File: src/rtl/int_seq_pkg.sv
package int_seq_pkg;
  localparam int WORD_W = 16;
  localparam int PHYS_W = 20;
  localparam int TYPE_W = 8;
  localparam int TF_POS = 8;
  localparam int IF_POS = 9;

  typedef enum logic [3:0] {
    S_IDLE, S_PUSHF, S_PUSHCS, S_PUSHIP, S_RDIP, S_RDCS, S_POPIP, S_POPCS, S_POPF
  } seqState_e;

  typedef enum logic [1:0] {ADR_PUSH, ADR_POP, ADR_VEC_IP, ADR_VEC_CS} adrSel_e;
  typedef enum logic [1:0] {WD_FLAGS, WD_CS, WD_IP} wdSel_e;

  typedef struct packed {
    logic    load;
    logic    spDec;
    logic    spInc;
    logic    clrMask;
    logic    ldIp;
    logic    ldCs;
    logic    ldFlags;
    adrSel_e adrSel;
    wdSel_e  wdSel;
  } dpCtl_t;
endpackage

File: src/rtl/int_seq_ctrl.sv
module int_seq_ctrl
  import int_seq_pkg::*;
#(
  parameter int TW = TYPE_W
) (
  input  logic          clk,
  input  logic          rstN,
  input  logic          instrDone,
  input  logic          ssWrite,
  input  logic          faultReq,
  input  logic [TW-1:0] faultType,
  input  logic          swReq,
  input  logic [TW-1:0] swType,
  input  logic          extReq,
  input  logic [TW-1:0] extType,
  input  logic          retReq,
  input  logic          tfIn,
  input  logic          ifIn,
  input  logic          memAck,
  output dpCtl_t        ctl,
  output logic [TW-1:0] nextType,
  output logic          memReq,
  output logic          memWe,
  output logic          busy,
  output logic          seqDone,
  output logic          extAck
);
  localparam logic [TW-1:0] TRACE_TYPE = TW'(1);

  seqState_e state, stateNx;
  logic idle, takeFault, takeSw, takeExt, takeTrace;
  logic startEntry, startRet, extWins;

  always_comb begin
    idle      = (state == S_IDLE);
    takeFault = faultReq;
    takeSw    = swReq && !ssWrite;
    takeExt   = extReq && ifIn && !ssWrite;
    takeTrace = tfIn && !ssWrite;
    extWins   = !takeFault && !takeSw && takeExt;
    if (takeFault)    nextType = faultType;
    else if (takeSw)  nextType = swType;
    else if (takeExt) nextType = extType;
    else              nextType = TRACE_TYPE;
    startEntry = idle && instrDone && (takeFault || takeSw || takeExt || takeTrace);
    startRet   = idle && !instrDone && retReq;
  end

  always_comb begin
    ctl      = '0;
    ctl.load = startEntry || startRet;
    stateNx  = state;
    case (state)
      S_IDLE: begin
        if (startEntry)    stateNx = S_PUSHF;
        else if (startRet) stateNx = S_POPIP;
      end
      S_PUSHF: begin
        ctl.adrSel = ADR_PUSH; ctl.wdSel = WD_FLAGS;
        if (memAck) begin ctl.spDec = 1'b1; ctl.clrMask = 1'b1; stateNx = S_PUSHCS; end
      end
      S_PUSHCS: begin
        ctl.adrSel = ADR_PUSH; ctl.wdSel = WD_CS;
        if (memAck) begin ctl.spDec = 1'b1; stateNx = S_PUSHIP; end
      end
      S_PUSHIP: begin
        ctl.adrSel = ADR_PUSH; ctl.wdSel = WD_IP;
        if (memAck) begin ctl.spDec = 1'b1; stateNx = S_RDIP; end
      end
      S_RDIP: begin
        ctl.adrSel = ADR_VEC_IP;
        if (memAck) begin ctl.ldIp = 1'b1; stateNx = S_RDCS; end
      end
      S_RDCS: begin
        ctl.adrSel = ADR_VEC_CS;
        if (memAck) begin ctl.ldCs = 1'b1; stateNx = S_IDLE; end
      end
      S_POPIP: begin
        ctl.adrSel = ADR_POP;
        if (memAck) begin ctl.ldIp = 1'b1; ctl.spInc = 1'b1; stateNx = S_POPCS; end
      end
      S_POPCS: begin
        ctl.adrSel = ADR_POP;
        if (memAck) begin ctl.ldCs = 1'b1; ctl.spInc = 1'b1; stateNx = S_POPF; end
      end
      S_POPF: begin
        ctl.adrSel = ADR_POP;
        if (memAck) begin ctl.ldFlags = 1'b1; ctl.spInc = 1'b1; stateNx = S_IDLE; end
      end
      default: stateNx = S_IDLE;
    endcase
  end

  always_ff @(posedge clk) begin
    if (!rstN) begin
      state   <= S_IDLE;
      seqDone <= 1'b0;
      extAck  <= 1'b0;
    end else begin
      state   <= stateNx;
      seqDone <= memAck && (state == S_RDCS || state == S_POPF);
      extAck  <= startEntry && extWins;
    end
  end

  assign memReq = !idle;
  assign memWe  = (state == S_PUSHF) || (state == S_PUSHCS) || (state == S_PUSHIP);
  assign busy   = !idle;


  no_stray_start_chk: assert property (@(posedge clk) disable iff (!rstN)
    (idle && !instrDone && !retReq) |=> !busy);

  shadow_mask_chk: assert property (@(posedge clk) disable iff (!rstN)
    (idle && instrDone && ssWrite && !faultReq) |=> !busy);

  ext_gate_chk: assert property (@(posedge clk) disable iff (!rstN)
    extAck |-> ($past(ifIn) && $past(extReq)));

  done_pulse_chk: assert property (@(posedge clk) disable iff (!rstN)
    seqDone |=> !seqDone);

  done_on_exit_chk: assert property (@(posedge clk) disable iff (!rstN)
    $fell(busy) |-> seqDone);
endmodule

File: src/rtl/int_seq_dp.sv
module int_seq_dp
  import int_seq_pkg::*;
#(
  parameter int WW = WORD_W,
  parameter int PW = PHYS_W,
  parameter int TW = TYPE_W
) (
  input  logic          clk,
  input  logic          rstN,
  input  dpCtl_t        ctl,
  input  logic [TW-1:0] nextType,
  input  logic [WW-1:0] flagsIn,
  input  logic [WW-1:0] csIn,
  input  logic [WW-1:0] ipIn,
  input  logic [WW-1:0] ssIn,
  input  logic [WW-1:0] spIn,
  input  logic [WW-1:0] memRData,
  output logic [PW-1:0] memAddr,
  output logic [WW-1:0] memWData,
  output logic [TW-1:0] entryType,
  output logic [WW-1:0] flagsOut,
  output logic [WW-1:0] csOut,
  output logic [WW-1:0] ipOut,
  output logic [WW-1:0] spOut
);
  localparam int SEG_SHIFT = PW - WW;
  localparam int VEC_PAD   = PW - TW - 2;
  localparam logic [WW-1:0] WORD_BYTES = WW'(2);

  logic [WW-1:0] flagsR, csR, ipR, spR, ssR;
  logic [TW-1:0] typeR;
  logic [PW-1:0] stackBase;
  logic [WW-1:0] spDn;

  always_ff @(posedge clk) begin
    if (!rstN) begin
      flagsR <= '0; csR <= '0; ipR <= '0; spR <= '0; ssR <= '0; typeR <= '0;
    end else if (ctl.load) begin
      flagsR <= flagsIn; csR <= csIn; ipR <= ipIn; spR <= spIn; ssR <= ssIn;
      typeR  <= nextType;
    end else begin
      if (ctl.spDec) spR <= spR - WORD_BYTES;
      if (ctl.spInc) spR <= spR + WORD_BYTES;
      if (ctl.clrMask) begin
        flagsR[TF_POS] <= 1'b0;
        flagsR[IF_POS] <= 1'b0;
      end
      if (ctl.ldFlags) flagsR <= memRData;
      if (ctl.ldIp)    ipR    <= memRData;
      if (ctl.ldCs)    csR    <= memRData;
    end
  end

  always_comb begin
    stackBase = {ssR, {SEG_SHIFT{1'b0}}};
    spDn      = spR - WORD_BYTES;
    case (ctl.adrSel)
      ADR_PUSH:   memAddr = stackBase + {{SEG_SHIFT{1'b0}}, spDn};
      ADR_POP:    memAddr = stackBase + {{SEG_SHIFT{1'b0}}, spR};
      ADR_VEC_IP: memAddr = {{VEC_PAD{1'b0}}, typeR, 2'b00};
      default:    memAddr = {{VEC_PAD{1'b0}}, typeR, 2'b10};
    endcase
    case (ctl.wdSel)
      WD_FLAGS: memWData = flagsR;
      WD_CS:    memWData = csR;
      default:  memWData = ipR;
    endcase
  end

  assign entryType = typeR;
  assign flagsOut  = flagsR;
  assign csOut     = csR;
  assign ipOut     = ipR;
  assign spOut     = spR;


  mask_clear_chk: assert property (@(posedge clk) disable iff (!rstN)
    (ctl.ldCs && ctl.adrSel == ADR_VEC_CS) |-> (!flagsR[TF_POS] && !flagsR[IF_POS]));
endmodule

File: src/rtl/int_entry_seq.sv
module int_entry_seq
  import int_seq_pkg::*;
(
  input  logic              clk,
  input  logic              rstN,
  input  logic              instrDone,
  input  logic              ssWrite,
  input  logic              faultReq,
  input  logic [TYPE_W-1:0] faultType,
  input  logic              swReq,
  input  logic [TYPE_W-1:0] swType,
  input  logic              extReq,
  input  logic [TYPE_W-1:0] extType,
  input  logic              retReq,
  input  logic [WORD_W-1:0] flagsIn,
  input  logic [WORD_W-1:0] csIn,
  input  logic [WORD_W-1:0] ipIn,
  input  logic [WORD_W-1:0] ssIn,
  input  logic [WORD_W-1:0] spIn,
  input  logic              memAck,
  input  logic [WORD_W-1:0] memRData,
  output logic              memReq,
  output logic              memWe,
  output logic [PHYS_W-1:0] memAddr,
  output logic [WORD_W-1:0] memWData,
  output logic              busy,
  output logic              seqDone,
  output logic              extAck,
  output logic [TYPE_W-1:0] entryType,
  output logic [WORD_W-1:0] flagsOut,
  output logic [WORD_W-1:0] csOut,
  output logic [WORD_W-1:0] ipOut,
  output logic [WORD_W-1:0] spOut
);
  dpCtl_t ctl;
  logic [TYPE_W-1:0] nextType;

  int_seq_ctrl #(.TW(TYPE_W)) uCtrl (
    .clk(clk), .rstN(rstN), .instrDone(instrDone), .ssWrite(ssWrite),
    .faultReq(faultReq), .faultType(faultType), .swReq(swReq), .swType(swType),
    .extReq(extReq), .extType(extType), .retReq(retReq),
    .tfIn(flagsIn[TF_POS]), .ifIn(flagsIn[IF_POS]), .memAck(memAck),
    .ctl(ctl), .nextType(nextType), .memReq(memReq), .memWe(memWe),
    .busy(busy), .seqDone(seqDone), .extAck(extAck)
  );

  int_seq_dp #(.WW(WORD_W), .PW(PHYS_W), .TW(TYPE_W)) uDp (
    .clk(clk), .rstN(rstN), .ctl(ctl), .nextType(nextType),
    .flagsIn(flagsIn), .csIn(csIn), .ipIn(ipIn), .ssIn(ssIn), .spIn(spIn),
    .memRData(memRData), .memAddr(memAddr), .memWData(memWData),
    .entryType(entryType), .flagsOut(flagsOut), .csOut(csOut),
    .ipOut(ipOut), .spOut(spOut)
  );


  hold_req_chk: assert property (@(posedge clk) disable iff (!rstN)
    (memReq && !memAck) |=> (memReq && $stable(memWe) && $stable(memAddr) && $stable(memWData)));
endmodule

File: config.mk
export PLATFORM = sky130hd
export DESIGN_NAME = int_entry_seq
export DESIGN_NICKNAME = d
export VERILOG_FILES = /design/src/rtl/int_seq_pkg.sv /design/src/rtl/int_seq_ctrl.sv /design/src/rtl/int_seq_dp.sv /design/src/rtl/int_entry_seq.sv
export SDC_FILE = /design/constraint.sdc
export NUM_CORES = 1
export LEC_CHECK = 0
export BUFFER_PORTS_ARGS = -buffer_cell sky130_fd_sc_hd__clkbuf_2
export CORE_AREA = 2 2 119 121
export CTS_BUF_LIST = sky130_fd_sc_hd__clkbuf_8
export DETAILED_ROUTE_END_ITERATION = 12
export DIE_AREA = 0 0 121 123
export GPL_TIMING_DRIVEN = 0
export PLACE_DENSITY = 0.74
export SLEW_MARGIN = 30
export SYNTH_ARGS = -nofsm -noshare
export SYNTH_HDL_FRONTEND = slang
export SYNTH_SLANG_ARGS = --single-unit
File: constraint.sdc
create_clock -name clk -period 9.55 [get_ports clk]
set_input_delay 0.955 -clock clk [delete_from_list [all_inputs] [get_ports clk]]
set_output_delay 0.955 -clock clk [all_outputs]
set_load 0.02 [all_outputs]
==> impl_metrics.yaml <==
floorplanning:
  die_h_microns: 123
  initial_utilization: 0.442
  dieArea_sq_um: 14900
  die_width_microns: 121
  io_pins: 242
  core_sq_um: 13600
  rows: 43
final_layout:
  nNetsFinal: 1236
  final_common_cell: "clkbuf_2"
  final_cell_mix: "241 x clkbuf_2, 164 x nand2_1, 94 x dfxtp_1"
  fillerInstances: 1390
  area_growth_pct: 27.5
  drive_gt1_frac: 0.270
  seqCellArea_sq_um: 1880
  multiInputGateArea_sq_um: 3790
  n_antenna_cell: 0
clock_network:
  cts_sinks: 94
  postCtsSetupRepairBufs: 0
  cts_buffers: 9
  clk_latency_ns: 0.40
  clockBufferDepth: 2
  cts_tree: "built"
  post_cts_resized: 0
  path_clk_slew_ns: 0.11
  htreeDepth: 3
  clockRootBuffer: "clkbuf_8"
  hold_buffers: 0
global_routing:
  grt_pass1_vias: 6920
  antenna_found_initial: 0
  overflow: 0
  grt_use_total: 0.301
  grt_max_degree: 16
  grt_first_pass_wirelength_mm: 34.9
sta:
  finalCritPeriodShare: 0.546
  max_freq_ghz: 0.192
  max_slew_margin: 0.406
  rsz0062_at_grt: "no"
  post-route-min-period_ns: 5.22
  fin_skew_ns: 0.0161
  fin_tns_setup_ns: 0
  tightest_slew_ns: 0.890
  final_hold_viol_count: 0
  fin_hold_ws_ns: 0.470
  slew_viol_final: 0
  setup_viol: 0
  fin_ws_ns: 4.33
route:
  via_per_inst: 5.61
  drc_errors: 0
  first_pass_iters: 5
  vias: 7151
  drtIter0Drc: 530
  wl_per_cell_microns: 17.4
  wl_mm: 22.2
  drtAntennaViolNets: 0
critical_path:
  worstReg2RegEnd: "uDp.spOut[15]"
  rrSetupSlack_ns: 6.63
  cp.required_ns: 8.60
  start_kind: "register"
  critical_path_class: "reg -> out"
  worst_r2r_path_depth: 9
  cp.arrival_ns: 4.26
  crit_fanout: 10
  r2r-start: "uDp.spOut[1]"
  crit_start: "uCtrl.state[3]"
  crit_path_end_kind: "output port"
  crit_path_end: "memAddr[18]"
run:
  max_cap_viol_count: 0
power:
  clock_power_share: 0.092
  leakagePower_nw: 3.42
  switching_share: 0.551
  internal-power_w: 0.00146
  pwr_density_cell_nw_per_um2: 424
  power_switching_w: 0.00179
  p_seq_frac: 0.217
  power_frac_comb: 0.691
  vdd_drop_max_mv: 0.218
logic_synthesis:
  ys_seq_elements: 94
  async_flop_share: 0
  synth_area_sq_um: 6020
  synth_cell_types: 63
  ys_warn_count: 0
  synth-seq-area-share: 0.313
  syn_inst: 838
  synthesis.nets: 985
  synth_edf_count: 0
  avgSynthCellArea_sq_um: 7.18
  synth_flop_cell: "dfxtp_1"
place:
  port_buffers: 240
  hpwlAfterDp_mm: 17.5
  place_ws_ns: 4.82
  routabilityCongestion: 0.892
min_path:
  min_path_type: "reg -> reg"
run_status:
  status: "finished, final reports clean"
-- worst max-delay path: stages, from the launching register on --
cell and delay, ns:
dfxtp_1 0.33, clkbuf_1 0.31, nand3b_2 0.23, nand2_1 0.25
or4_1 0.49, xnor2_1 0.18, ha_1 0.22, inv_1 0.06
fa_1 0.40, nand3b_1 0.21, a21oi_1 0.34, o2111ai_1 0.23
a21oi_1 0.25, xnor2_1 0.14, nor2_1 0.05, clkbuf_2 0.17
-- cells in the mapped netlist, drive strengths merged (6+ instances only) --
cell / number / share of area
a31oi: 41 / 0.043
nand2: 165 / 0.10
a211oi: 7 / 0.0096
inv: 12 / 0.0075
nor3: 20 / 0.017
nor2: 80 / 0.050
or3: 7 / 0.0089
buf: 22 / 0.023
clkbuf: 43 / 0.027
a21o: 6 / 0.0075
a21oi: 76 / 0.064
a22oi: 9 / 0.011
dfxtp: 94 / 0.31
nand3: 23 / 0.019
ha: 17 / 0.035
mux2i: 20 / 0.033
a311oi: 16 / 0.023
xor2: 13 / 0.019
nand2b: 6 / 0.0062
xnor2: 18 / 0.026
nor4: 9 / 0.0094
o21ai: 68 / 0.057
-- metrics by stage --
step,power [W],utilization,cells,area (sq um)
after global routing,0.00349,0.564,1274,7670
after global placement,0.00292,0.547,1258,7440
after detailed placement,0.00294,0.547,1258,7450
after CTS,0.00324,0.563,1274,7670
final,0.00325,0.564,1274,7670
after floorplan,0.00221,-,838,6020
-- power by group through the flow --
stage,registers (W),clock network [W],logic [W]
after floorplan,0.000835,0,0.00138
after global placement,0.000708,0,0.00221
after detailed placement,0.000710,0,0.00223
after CTS,0.000702,0.000298,0.00224
after global routing,0.000729,0.000313,0.00245
final,0.000708,0.000299,0.00225
-- layer usage --
metal / track usage / vias up / routed length [microns]
met4: 0.128 / 0 / 760
met3: 0.0558 / 58 / 1900
met5: 0 / - / 0
met2: 0.528 / 366 / 10700
li1: - / 3486 / -
met1: 0.359 / 3241 / 8790
-- state kept, by name, indices dropped and copies added, names as in the netlist --
register / flops
uDp.ssR: 16
uCtrl.state: 4
uDp.spOut: 16
uDp.csOut: 16
uDp.flagsOut: 16
uDp.entryType: 8
uCtrl.seqDone: 1
uCtrl.extAck: 1
uDp.ipOut: 16
-- how the worst min path moves through the flow --
stage / to / depth (start not counted) / slack (ns) / from
global placement: uDp.ssR[6] / 2 / 0.45 / uDp.ssR[6]
CTS: uDp.ssR[2] / 2 / 0.47 / uDp.ssR[2]
finish: uDp.ssR[6] / 2 / 0.47 / uDp.ssR[6]
floorplan: uDp.ssR[11] / 2 / 0.44 / uDp.ssR[11]
detailed placement: uDp.ssR[2] / 2 / 0.45 / uDp.ssR[2]
global route: uDp.ssR[11] / 2 / 0.50 / uDp.ssR[11]
-- kinds of logic after synthesis --
family | after synthesis | share of synthesized area
simple gates | 346 | 0.257
fa+ha+maj | 18 | 0.0387
flops | 94 | 0.313
xor+xnor | 31 | 0.0451
mux | 23 | 0.0389
compound gates | 247 | 0.249
buf+inv | 79 | 0.0595
-- cell type report --
class | instances | area share
Buffer | 66 | 0.0403
Clock buffer | 12 | 0.0215
Clock inverter | 4 | 0.00685
Inverter | 13 | 0.00636
Multi-Input combinational cell | 665 | 0.494
Sequential cell | 94 | 0.245
Tap cell | 180 | 0.0293
Timing Repair Buffer | 240 | 0.157
No activity file was read; power rests on OpenSTA's default activity.
